$ cat config.mk
export PLATFORM = sky130hd
export DESIGN_NAME = pinbank_ctrl
export DESIGN_NICKNAME = d
export VERILOG_FILES = /design/src/rtl/pinbank_pkg.sv /design/src/rtl/pinbank_decode.sv /design/src/rtl/pinbank_sync.sv /design/src/rtl/pinbank_datapath.sv /design/src/rtl/pinbank_ctrl.sv
export SDC_FILE = /design/constraint.sdc
export NUM_CORES = 1
export LEC_CHECK = 0
export ABC_CLOCK_PERIOD_IN_PS = 2600
export BUFFER_PORTS_ARGS = -buffer_cell sky130_fd_sc_hd__buf_4
export CAP_MARGIN = 15
export CORE_AREA = 8 8 425 219
export DETAILED_ROUTE_END_ITERATION = 8
export DIE_AREA = 0 0 433 227
export HOLD_SLACK_MARGIN = 0.15
export MAX_ROUTING_LAYER = met4
export PLACE_DENSITY_LB_ADDON = 0.15
export SETUP_SLACK_MARGIN = 0.4
export SLEW_MARGIN = 20
export SYNTH_ARGS = -nofsm -noshare
export SYNTH_HDL_FRONTEND = slang
export SYNTH_SLANG_ARGS = --single-unit
$ cat constraint.sdc
create_clock -name clk -period 2.6 [get_ports clk]
set_input_delay 0.13 -clock clk [delete_from_list [all_inputs] [get_ports clk]]
set_output_delay 0.13 -clock clk [all_outputs]
set_load 0.05 [all_outputs]
$ cat src/rtl/pinbank_pkg.sv
package pinbank_pkg;
  localparam int MAX_PINS = 32;
  localparam int CFG_W    = 8;
  localparam int IDX_W    = 5;

  // configuration word bit positions
  localparam int CB_OUT_EN = 0;
  localparam int CB_IN_EN  = 1;
  localparam int CB_BUF_EN = 2;
  localparam int CB_INT_EN = 3;
  localparam int CB_TRIG_LO = 5;

  typedef enum logic [2:0] {
    TRIG_LVL_HIGH = 3'b000,
    TRIG_LVL_LOW  = 3'b001,
    TRIG_RISE     = 3'b010,
    TRIG_FALL     = 3'b011,
    TRIG_BOTH     = 3'b100
  } trigCode_e;

  typedef enum logic [2:0] {
    RD_NONE,
    RD_CFG,
    RD_STS,
    RD_IN,
    RD_OUT
  } rdSel_e;

  typedef struct packed {
    logic             cfgWr;
    logic             outWr;
    logic             stsClr;
    logic             rdEn;
    rdSel_e           rdSel;
    logic [IDX_W-1:0] pinIdx;
  } bankStrobe_t;
endpackage

$ cat src/rtl/pinbank_decode.sv
module pinbank_decode
  import pinbank_pkg::*;
#(
  parameter int PINS   = 32,
  parameter int ADDR_W = 8
) (
  input  logic              clk,
  input  logic              rstN,
  input  logic              busSel,
  input  logic              busWrite,
  input  logic [ADDR_W-1:0] busAddr,
  output bankStrobe_t       strobe
);
  localparam int WORD_W = ADDR_W - 2;
  localparam logic [WORD_W-1:0] STS_WORD = WORD_W'(32);
  localparam logic [WORD_W-1:0] IN_WORD  = WORD_W'(33);
  localparam logic [WORD_W-1:0] OUT_WORD = WORD_W'(34);

  logic [WORD_W-1:0] word;
  logic              aligned;

  assign word    = busAddr[ADDR_W-1:2];
  assign aligned = (busAddr[1:0] == 2'b00);

  always_comb begin
    strobe       = '0;
    strobe.rdSel = RD_NONE;
    if (busSel) begin
      strobe.rdEn = !busWrite;
      if (aligned) begin
        if (int'(word) < PINS) begin
          strobe.pinIdx = word[IDX_W-1:0];
          strobe.cfgWr  = busWrite;
          if (!busWrite) strobe.rdSel = RD_CFG;
        end else if (word == STS_WORD) begin
          strobe.stsClr = busWrite;
          if (!busWrite) strobe.rdSel = RD_STS;
        end else if (word == IN_WORD) begin
          if (!busWrite) strobe.rdSel = RD_IN;
        end else if (word == OUT_WORD) begin
          strobe.outWr = busWrite;
          if (!busWrite) strobe.rdSel = RD_OUT;
        end
      end
    end
  end

  AST_ONE_ACTION: assert property (@(posedge clk) disable iff (!rstN)
    $onehot0({strobe.cfgWr, strobe.outWr, strobe.stsClr, strobe.rdEn})) else $error("one action");
endmodule

$ cat src/rtl/pinbank_sync.sv
module pinbank_sync #(
  parameter int WIDTH  = 32,
  parameter int STAGES = 2
) (
  input  logic             clk,
  input  logic             rstN,
  input  logic [WIDTH-1:0] din,
  output logic [WIDTH-1:0] dout
);
  logic [STAGES-1:0][WIDTH-1:0] stg;

  always_ff @(posedge clk or negedge rstN) begin
    if (!rstN) begin
      stg <= '0;
    end else begin
      stg[0] <= din;
      for (int s = 1; s < STAGES; s++) stg[s] <= stg[s-1];
    end
  end

  assign dout = stg[STAGES-1];
endmodule

$ cat src/rtl/pinbank_datapath.sv
module pinbank_datapath
  import pinbank_pkg::*;
#(
  parameter int PINS   = 32,
  parameter int DATA_W = 32
) (
  input  logic              clk,
  input  logic              rstN,
  input  bankStrobe_t       strobe,
  input  logic [DATA_W-1:0] wdata,
  input  logic [PINS-1:0]   syncIn,
  output logic [DATA_W-1:0] rdata,
  output logic [PINS-1:0]   pinOut,
  output logic [PINS-1:0]   pinOe,
  output logic              irqOut
);
  logic [CFG_W-1:0]  cfgReg [PINS];
  logic [PINS-1:0]   outReg;
  logic [PINS-1:0]   stsReg;
  logic [PINS-1:0]   prevIn;
  logic [PINS-1:0]   hit;
  logic [PINS-1:0]   inEnVec;
  logic [PINS-1:0]   clrMask;
  logic [DATA_W-1:0] rdNext;
  logic [DATA_W-1:0] rdReg;
  logic              irqReg;

  for (genvar i = 0; i < PINS; i++) begin : g_pin
    logic [2:0] trig;
    logic       det;

    always_ff @(posedge clk or negedge rstN) begin
      if (!rstN) cfgReg[i] <= '0;
      else if (strobe.cfgWr && strobe.pinIdx == IDX_W'(i)) cfgReg[i] <= wdata[CFG_W-1:0];
    end

    assign trig       = cfgReg[i][CB_TRIG_LO +: 3];
    assign inEnVec[i] = cfgReg[i][CB_IN_EN];
    assign pinOe[i]   = cfgReg[i][CB_OUT_EN] & cfgReg[i][CB_BUF_EN] & ~cfgReg[i][CB_IN_EN];

    always_comb begin
      case (trig)
        TRIG_LVL_HIGH: det = syncIn[i];
        TRIG_LVL_LOW:  det = ~syncIn[i];
        TRIG_RISE:     det = syncIn[i] & ~prevIn[i];
        TRIG_FALL:     det = ~syncIn[i] & prevIn[i];
        TRIG_BOTH:     det = syncIn[i] ^ prevIn[i];
        default:       det = 1'b0;
      endcase
    end
    assign hit[i] = det & cfgReg[i][CB_INT_EN];

    AST_STS_NEEDS_INTEN: assert property (@(posedge clk) disable iff (!rstN)
      $rose(stsReg[i]) |-> $past(cfgReg[i][CB_INT_EN])) else $error("status without enable");
    AST_RSVD_QUIET: assert property (@(posedge clk) disable iff (!rstN)
      $rose(stsReg[i]) |-> ($past(cfgReg[i][CB_TRIG_LO +: 3]) <= 3'd4)) else $error("reserved trigger");
    AST_STICKY: assert property (@(posedge clk) disable iff (!rstN)
      (stsReg[i] && !clrMask[i]) |=> stsReg[i]) else $error("status lost");
    AST_LEVEL_HOLD: assert property (@(posedge clk) disable iff (!rstN)
      (cfgReg[i][CB_INT_EN] && cfgReg[i][CB_TRIG_LO +: 3] == 3'b000 && syncIn[i]) |=> stsReg[i]) else $error("level dropped");
  end

  assign clrMask = strobe.stsClr ? wdata[PINS-1:0] : '0;

  always_ff @(posedge clk or negedge rstN) begin
    if (!rstN) begin
      outReg <= '0;
      stsReg <= '0;
      prevIn <= '0;
      irqReg <= 1'b0;
    end else begin
      if (strobe.outWr) outReg <= wdata[PINS-1:0];
      stsReg <= (stsReg & ~clrMask) | hit;
      prevIn <= syncIn;
      irqReg <= |stsReg;
    end
  end

  always_comb begin
    rdNext = '0;
    case (strobe.rdSel)
      RD_CFG: begin
        for (int k = 0; k < PINS; k++)
          if (strobe.pinIdx == IDX_W'(k)) rdNext[CFG_W-1:0] = cfgReg[k];
      end
      RD_STS:  rdNext[PINS-1:0] = stsReg;
      RD_IN:   rdNext[PINS-1:0] = syncIn & inEnVec;
      RD_OUT:  rdNext[PINS-1:0] = outReg;
      default: rdNext = '0;
    endcase
  end

  always_ff @(posedge clk or negedge rstN) begin
    if (!rstN) rdReg <= '0;
    else if (strobe.rdEn) rdReg <= rdNext;
  end

  assign rdata  = rdReg;
  assign pinOut = outReg;
  assign irqOut = irqReg;

  AST_IRQ_IDLE: assert property (@(posedge clk) disable iff (!rstN)
    (stsReg == '0) |=> !irqOut) else $error("irq without status");
  AST_IRQ_RAISE: assert property (@(posedge clk) disable iff (!rstN)
    (stsReg != '0) |=> irqOut) else $error("irq missing");
endmodule

$ cat src/rtl/pinbank_ctrl.sv
module pinbank_ctrl
  import pinbank_pkg::*;
#(
  parameter int PINS        = 32,
  parameter int ADDR_W      = 8,
  parameter int SYNC_STAGES = 2
) (
  input  logic              clk,
  input  logic              rstN,
  input  logic              busSel,
  input  logic              busWrite,
  input  logic [ADDR_W-1:0] busAddr,
  input  logic [31:0]       busWdata,
  output logic [31:0]       busRdata,
  input  logic [PINS-1:0]   pinIn,
  output logic [PINS-1:0]   pinOut,
  output logic [PINS-1:0]   pinOe,
  output logic              irqOut
);
  bankStrobe_t     strobe;
  logic [PINS-1:0] syncIn;

  pinbank_decode #(.PINS(PINS), .ADDR_W(ADDR_W)) u_decode (
    .clk(clk), .rstN(rstN), .busSel(busSel), .busWrite(busWrite),
    .busAddr(busAddr), .strobe(strobe)
  );

  pinbank_sync #(.WIDTH(PINS), .STAGES(SYNC_STAGES)) u_sync (
    .clk(clk), .rstN(rstN), .din(pinIn), .dout(syncIn)
  );

  pinbank_datapath #(.PINS(PINS), .DATA_W(32)) u_data (
    .clk(clk), .rstN(rstN), .strobe(strobe), .wdata(busWdata),
    .syncIn(syncIn), .rdata(busRdata), .pinOut(pinOut), .pinOe(pinOe),
    .irqOut(irqOut)
  );
endmodule

---- Word level (Yosys, flattened, before mapping) ----
Cells that the tools add are included.
storage, ports and cells
  register bits ........................... 449
  output and inout port bits .............. 97
  logic and storage cells ................. 651
operators by class
  magnitude comparators ................... 1
  equality and inequality tests ........... 166
  multiplexer cells ....................... 85
  bitwise gates (word level) .............. 292
  reduce and logical (&&, ||, !) cells .... 68
operators with widths
  cell                                                  number
  two-way mux 8 bit                                     33
  equality test 3 x 2 -> 1 bit (second input constant)  66
  bitwise AND 1 bit                                     160
  case mux 1 bit (5 select lines)                       32
  equality test 3 x 1 -> 1 bit (second input constant)  33
  equality test 3 bit (second input constant)           33
  zero test 3 bit                                       32
  NOT 1 bit                                             96
  equality test 5 bit (second input constant)           16
  case mux 24 bit (3 select lines)                      1
  bitwise AND 32 bit                                    2
  equality test 5 x 4 -> 1 bit (second input constant)  8
  logical AND 1 bit                                     32
  two-way mux 32 bit                                    1
  NOT 32 bit                                            1
  OR 32 bit                                             1
  case mux 8 bit (4 select lines)                       1
  OR reduction 32 bit                                   1
  bitwise XOR 1 bit                                     32
  equality test 5 x 3 -> 1 bit (second input constant)  4
  equality test 6 bit (second input constant)           3
  two-way mux 3 bit                                     6
  two-way mux 12 bit                                    1
  equality test 5 x 2 -> 1 bit (second input constant)  2
  other kinds (8)                                       15

---- Depth between registers and ports, before layout ----
  word-level depth ........................ 41
  depth in mapped cells ................... 11
  mapped depth without buffers ............ 8

---- By module ----
From an unflattened synthesis, not the netlist that was laid out.
unflattened totals
  cells, all modules ...................... 2035
  area, all modules ....................... 23030.8 um^2
modules (own cells, without submodules)
  module            instances  cells an instance  area each (um^2)  sequential area each (um^2)
  pinbank_datapath  1          1918               21047.7           9634.2
  pinbank_sync      1          96                 1841.8            1601.5
  pinbank_decode    1          21                 141.4             0.0

---- Worst setup path after synthesis ----
No wires, ideal clock.
  kind .................................... input-to-reg
  start ................................... input busAddr[7]
  end ..................................... register u_data.cfgReg[24] (netlist name)
  setup time .............................. 0.127 ns
  arrival time ............................ 1.987 ns
  data required time ...................... 2.473 ns
  slack ................................... 0.485 ns
  stages on the path ...................... 6
  cell sequence ........................... or4b_1 > buf_2 > buf_4 > or4_1 > clkbuf_1 > mux2_1
between the ends
  word-level cells in the longest chain between the ends .. 6
  elaborated cells between the ends (all ways) .. 8
ends and longest elaborated chain
  what                             RTL line                RTL
  from (decl)                      pinbank_ctrl.sv:12      input logic [ADDR_W-1:0] busAddr,
  < comparator 6 bit *             pinbank_decode.sv:31    if (int'(word) < PINS) begin
  two-way mux 5 bit                pinbank_decode.sv:31
  two-way mux 8 bit                pinbank_decode.sv:30    if (aligned) begin
  two-way mux 12 bit *             pinbank_decode.sv:28    if (busSel) begin
  equality test 5 bit              pinbank_datapath.sv:34  else if (strobe.cfgWr && strobe.pinIdx == IDX_W'(i)) cfgReg[i] <= wdata[CFG_W-1:0];
  logical AND 1 bit *              pinbank_datapath.sv:34
  to (signal, indexed assignment)  pinbank_datapath.sv:34
  to (decl)                        pinbank_datapath.sv:17  logic [CFG_W-1:0] cfgReg [PINS];
Mark *: on every way between the ends. The rest lies on a longest branch, timed or not.
A chain may end at the register's enable or synchronous reset.

---- Final worst setup path ----
  start ................................... input busAddr[7]
  end ..................................... register u_data.rdReg[0], in the netlist u_data.rdata[0]
between the ends
  word-level cells in the longest chain between the ends .. 38
  elaborated cells between the ends (all ways) .. 80
ends and longest elaborated chain
  what                               RTL line                RTL
  < comparator 6 bit                 pinbank_decode.sv:31
  two-way mux 5 bit                  pinbank_decode.sv:31
  two-way mux 8 bit *                pinbank_decode.sv:30
  two-way mux 12 bit *               pinbank_decode.sv:28
  zero test 5 bit                    pinbank_datapath.sv:84  if (strobe.pinIdx == IDX_W'(k)) rdNext[CFG_W-1:0] = cfgReg[k];
  two-way mux 8 bit (32 in a row)    pinbank_datapath.sv:84
  case mux 8 bit (4 select lines) *  pinbank_datapath.sv:81  case (strobe.rdSel)
  to (signal assigned)               pinbank_datapath.sv:95  else if (strobe.rdEn) rdReg <= rdNext;
  to (decl)                          pinbank_datapath.sv:25  logic [DATA_W-1:0] rdReg;
Marks and branches as above.

==> results.py <==
metrics = {
    "power": {
        "p_sw_share_pct": 26.8,
        "powerDensity_nw_per_um2": 546,
        "power.total_w": 0.0159,
        "seq_power_share_pct": 46.0,
        "p_comb_share_pct": 9.9,
        "p_clk_share_pct": 44.1,
        "p_sw_w": 0.00426,
        "vdd_ir_drop_max_uv": 364,
        "p_leak_nw": 13.9,
        "cellInternalPower_w": 0.0116,
    },
    "drt": {
        "avgRoutedWirePerCell_um": 28.0,
        "drc_errors": 0,
        "drtAntennaViolNets": 0,
        "dr.pass1.iters": 5,
        "drt-initial-drc-count": 1781,
        "avgViaCountPerCell": 5.08,
        "num_vias": 18400,
        "totalWireLength_mm": 101,
    },
    "timing": {
        "slew_viol_final": 0,
        "max_slew.worst_pin.slew_ns": 0.945,
        "fin_skew_ns": 0.0381,
        "fmax_mhz": 454,
        "rsz0062_at_grt": "yes",
        "setup_viol": 0,
        "period_share_pct": 84.8,
        "final.min_clock_period_ns": 2.20,
        "finalHoldViolations": 0,
        "slew_headroom_pct": 36.4,
    },
    "placed_design": {
        "place_area_um2": 26500,
        "place_congestion": 0.996,
        "hpwl_mm": 78.4,
        "dpl.cell_count": 3446,
        "port-buffer-count": 172,
    },
    "yosys": {
        "synth_edf_count": 0,
        "yosysTopAreaCell": "dfrtp_1",
        "synthTopCellsByArea": "dfrtp_1 52%, mux2_2 15%, ha_1 3.7%",
        "yosys_warnings": 0,
        "synthArstFlopShare_pct": 100,
        "ys_types": 71,
        "synth.yosys.seq_area_share_pct": 52.2,
        "synth_area_um2": 21500,
        "synth_top_cell_area_share_pct": 52.2,
        "synth_cells": 1877,
        "syn-num-nets": 2017,
        "synth_area_per_cell_um2": 11.5,
        "synthFlopType": "dfrtp_1",
        "synth-seq-cells": 449,
    },
    "critical_path": {
        "worst_r2r_path_depth": 9,
        "rrSetupSlack_ns": 0.44,
        "start_kind": "primary input",
        "cp_top_family": "simple AND/OR/NAND/NOR gates",
        "cp_data_arrival_time_ns": 2.66,
        "r2r_end": "u_data.rdata[4]",
        "end_kind": "register",
        "path_max_fanout": 6,
        "cpPeakStageDelay_ns": 0.56,
        "path_cells": "buf_4, or4b_4, buf_6, buf_4, or4_4, o22ai_2, nor3_1, a21oi_2, nor3_1, nor2_2, o21ai_1",
        "r2r-start": "u_data.cfgReg[156]",
        "worst_ep_required_time_ns": 3.06,
        "cp_slowest_cell": "or4_4",
        "path_class": "primary input to register",
        "crit_buf_inv": 3,
    },
    "global_route": {
        "antenna_found_initial": 2,
        "grt_overflow": 0,
        "grt_usage_pct": 20.9,
        "grt_pass1_vias": 18800,
        "grt_max_degree": 83,
        "grt_pass1_wl_mm": 145,
    },
    "min_path": {
        "hold_depth": 2,
        "holdCritStartpoint": "pinIn[12]",
        "hp-class": "primary input to register",
        "min_to": "u_sync.stg[12]",
    },
    "cts": {
        "clock_sinks": 449,
        "cts_root_buffer": "clkbuf_16",
        "clock_latency_ns": 0.62,
        "cts_buffer_depth": 3,
        "numCtsBuffers": 46,
        "tritoncts": "done",
        "htree_levels": 2,
        "clkSlewWorstSetupHoldPaths_ns": 0.07,
    },
    "die": {
        "dieArea_um2": 98300,
        "initial_core_util_pct": 24.7,
        "num_rows": 77,
        "core_area_um2": 87200,
        "die-width_um": 433,
        "die_h_um": 227,
        "ios": 173,
    },
    "run_status": {
        "outcome": "complete, no violations",
    },
    "finish": {
        "areaGrowthSynthToFinish_pct": 35.2,
        "fin_cells": 3620,
        "drive_gt1_share_pct": 37.3,
        "n_fill_cell": 8825,
        "post-route-cell-area_um2": 29100,
        "fin_nets": 2537,
        "final_common_cell": "buf_4",
        "most-common-layout-cells": "458 x buf_4, 448 x dfrtp_1, 281 x mux2_2",
    },
    "flow_run": {
        "max-cap-violations": 0,
    },
}
[through the flow]
stage / TNS (ns) / hold WS [ns] / utilization (%) / worst slack (ns)
after floorplan: 0 / -0.166 / - / 0.485
after CTS: 0 / 0.150 / 33.2 / 0.369
after global routing: 0 / 0.162 / 33.4 / 0.369
final: 0 / 0.185 / 33.4 / 0.396
after detailed placement: -3.12 / 0.184 / 30.3 / -0.617
after global placement: -3.82 / 0.180 / 30.3 / -0.673
[cell usage after synthesis (all sizes together) (5+ instances only)]
| cell type | number |
|---|---|
| dfrtp | 449 |
| and3b | 5 |
| a21oi | 56 |
| a211oi | 44 |
| nor2b | 7 |
| nor3 | 27 |
| nor2 | 142 |
| o211ai | 7 |
| o21ai | 75 |
| o221ai | 7 |
| a22oi | 55 |
| inv | 71 |
| a221o | 5 |
| ha | 64 |
| o2111ai | 5 |
| a32oi | 30 |
| mux2 | 287 |
| o22ai | 19 |
| or3 | 5 |
| nor4 | 23 |
| nand3 | 26 |
| nand2 | 166 |
| a2111oi | 7 |
| mux2i | 33 |
| a221oi | 19 |
| nand2b | 8 |
| clkbuf | 68 |
| buf | 21 |
| and3 | 8 |
| nand4 | 20 |
| a211o | 23 |
| a32o | 20 |
| o32ai | 5 |
| a22o | 24 |
| or2 | 6 |
[power groups by stage]
stage	registers [W]	clock network [W]	logic [W]
after floorplan	0.00743	0	0.000491
after global placement	0.00744	0	0.00141
after detailed placement	0.00744	0	0.00143
after CTS	0.00731	0.00722	0.00156
after global routing	0.00733	0.00752	0.00170
final	0.00731	0.00701	0.00158
[worst reg2reg max path, cell delays in order, from the launching register on]
cell	delay, ns
dfrtp_1	0.40
mux2i_2	0.22
o32ai_4	0.16
buf_4	0.16
a222oi_1	0.32
buf_4	0.19
and3_4	0.18
o21ai_2	0.11
a21oi_2	0.15
o221ai_1	0.13
[registers in the layout, summed over array words and instances (netlist names)]
name,cells
u_data.irqOut,1
u_data.rdata,32
u_sync.stg,32
u_sync.dout,32
u_data.stsReg,32
u_data.pinOut,32
u_data.prevIn,32
u_data.cfgReg,256
[worst max path at each step]
stage                       startpoint           endpoint  slack [ns]  cells after the start
finish                      busAddr[7]    u_data.rdata[0]        0.40                     11
global placement            busAddr[7]    u_data.rdata[0]       -0.67                     13
global route                busAddr[7]    u_data.rdata[0]        0.37                     11
floorplan                   busAddr[7]  u_data.cfgReg[24]        0.49                      6
detailed placement          busAddr[6]    u_data.rdata[2]       -0.62                      8
CTS                 u_data.cfgReg[197]    u_data.rdata[5]        0.37                      6
[area by class of cell]
class | instances | area (um^2) | share of cell area (%)
repair buffers | 561 | 4640 | 15.9
diodes | 3 | 7.51 | 0.0258
multi-input cells | 1268 | 9940 | 34.2
clock inverters | 20 | 221 | 0.761
inverters | 71 | 267 | 0.916
clock buffers | 63 | 1320 | 4.52
flip-flops and latches | 449 | 11200 | 38.6
well taps | 1185 | 1480 | 5.09
[per-layer routing]
layer  routed length (um)  vias to the layer above  global-route usage (%)
met5                    0                        -                       -
met4                 1410                        0                    3.18
met3                 6170                      101                    3.33
met2                39000                      531                    27.1
met1                54900                     9696                    33.5
li1                     -                     8057                       -
[timing repair]
action                     4_1_cts  5_1_grt
setup endpoints to repair        8        8
pin swaps                        3       10
hold endpoints to repair       447        0
buffers inserted                 0        3
resized for setup               27       29
hold buffers                    85        0
[kinds of logic (layout without fill, tap and decap cells)]
family / Yosys count / in the layout / synth area share (%)
adders and majority gates: 64 / 64 / 3.72
other: 0 / 3 / 0
and+or+nand+nor: 462 / 462 / 10.4
AOI/OAI and AO/OA: 422 / 422 / 14.2
DFF: 449 / 449 / 52.2
muxes: 320 / 320 / 16.5
buffers and inverters: 160 / 715 / 2.89
No activity file was read; power rests on OpenSTA's default activity.
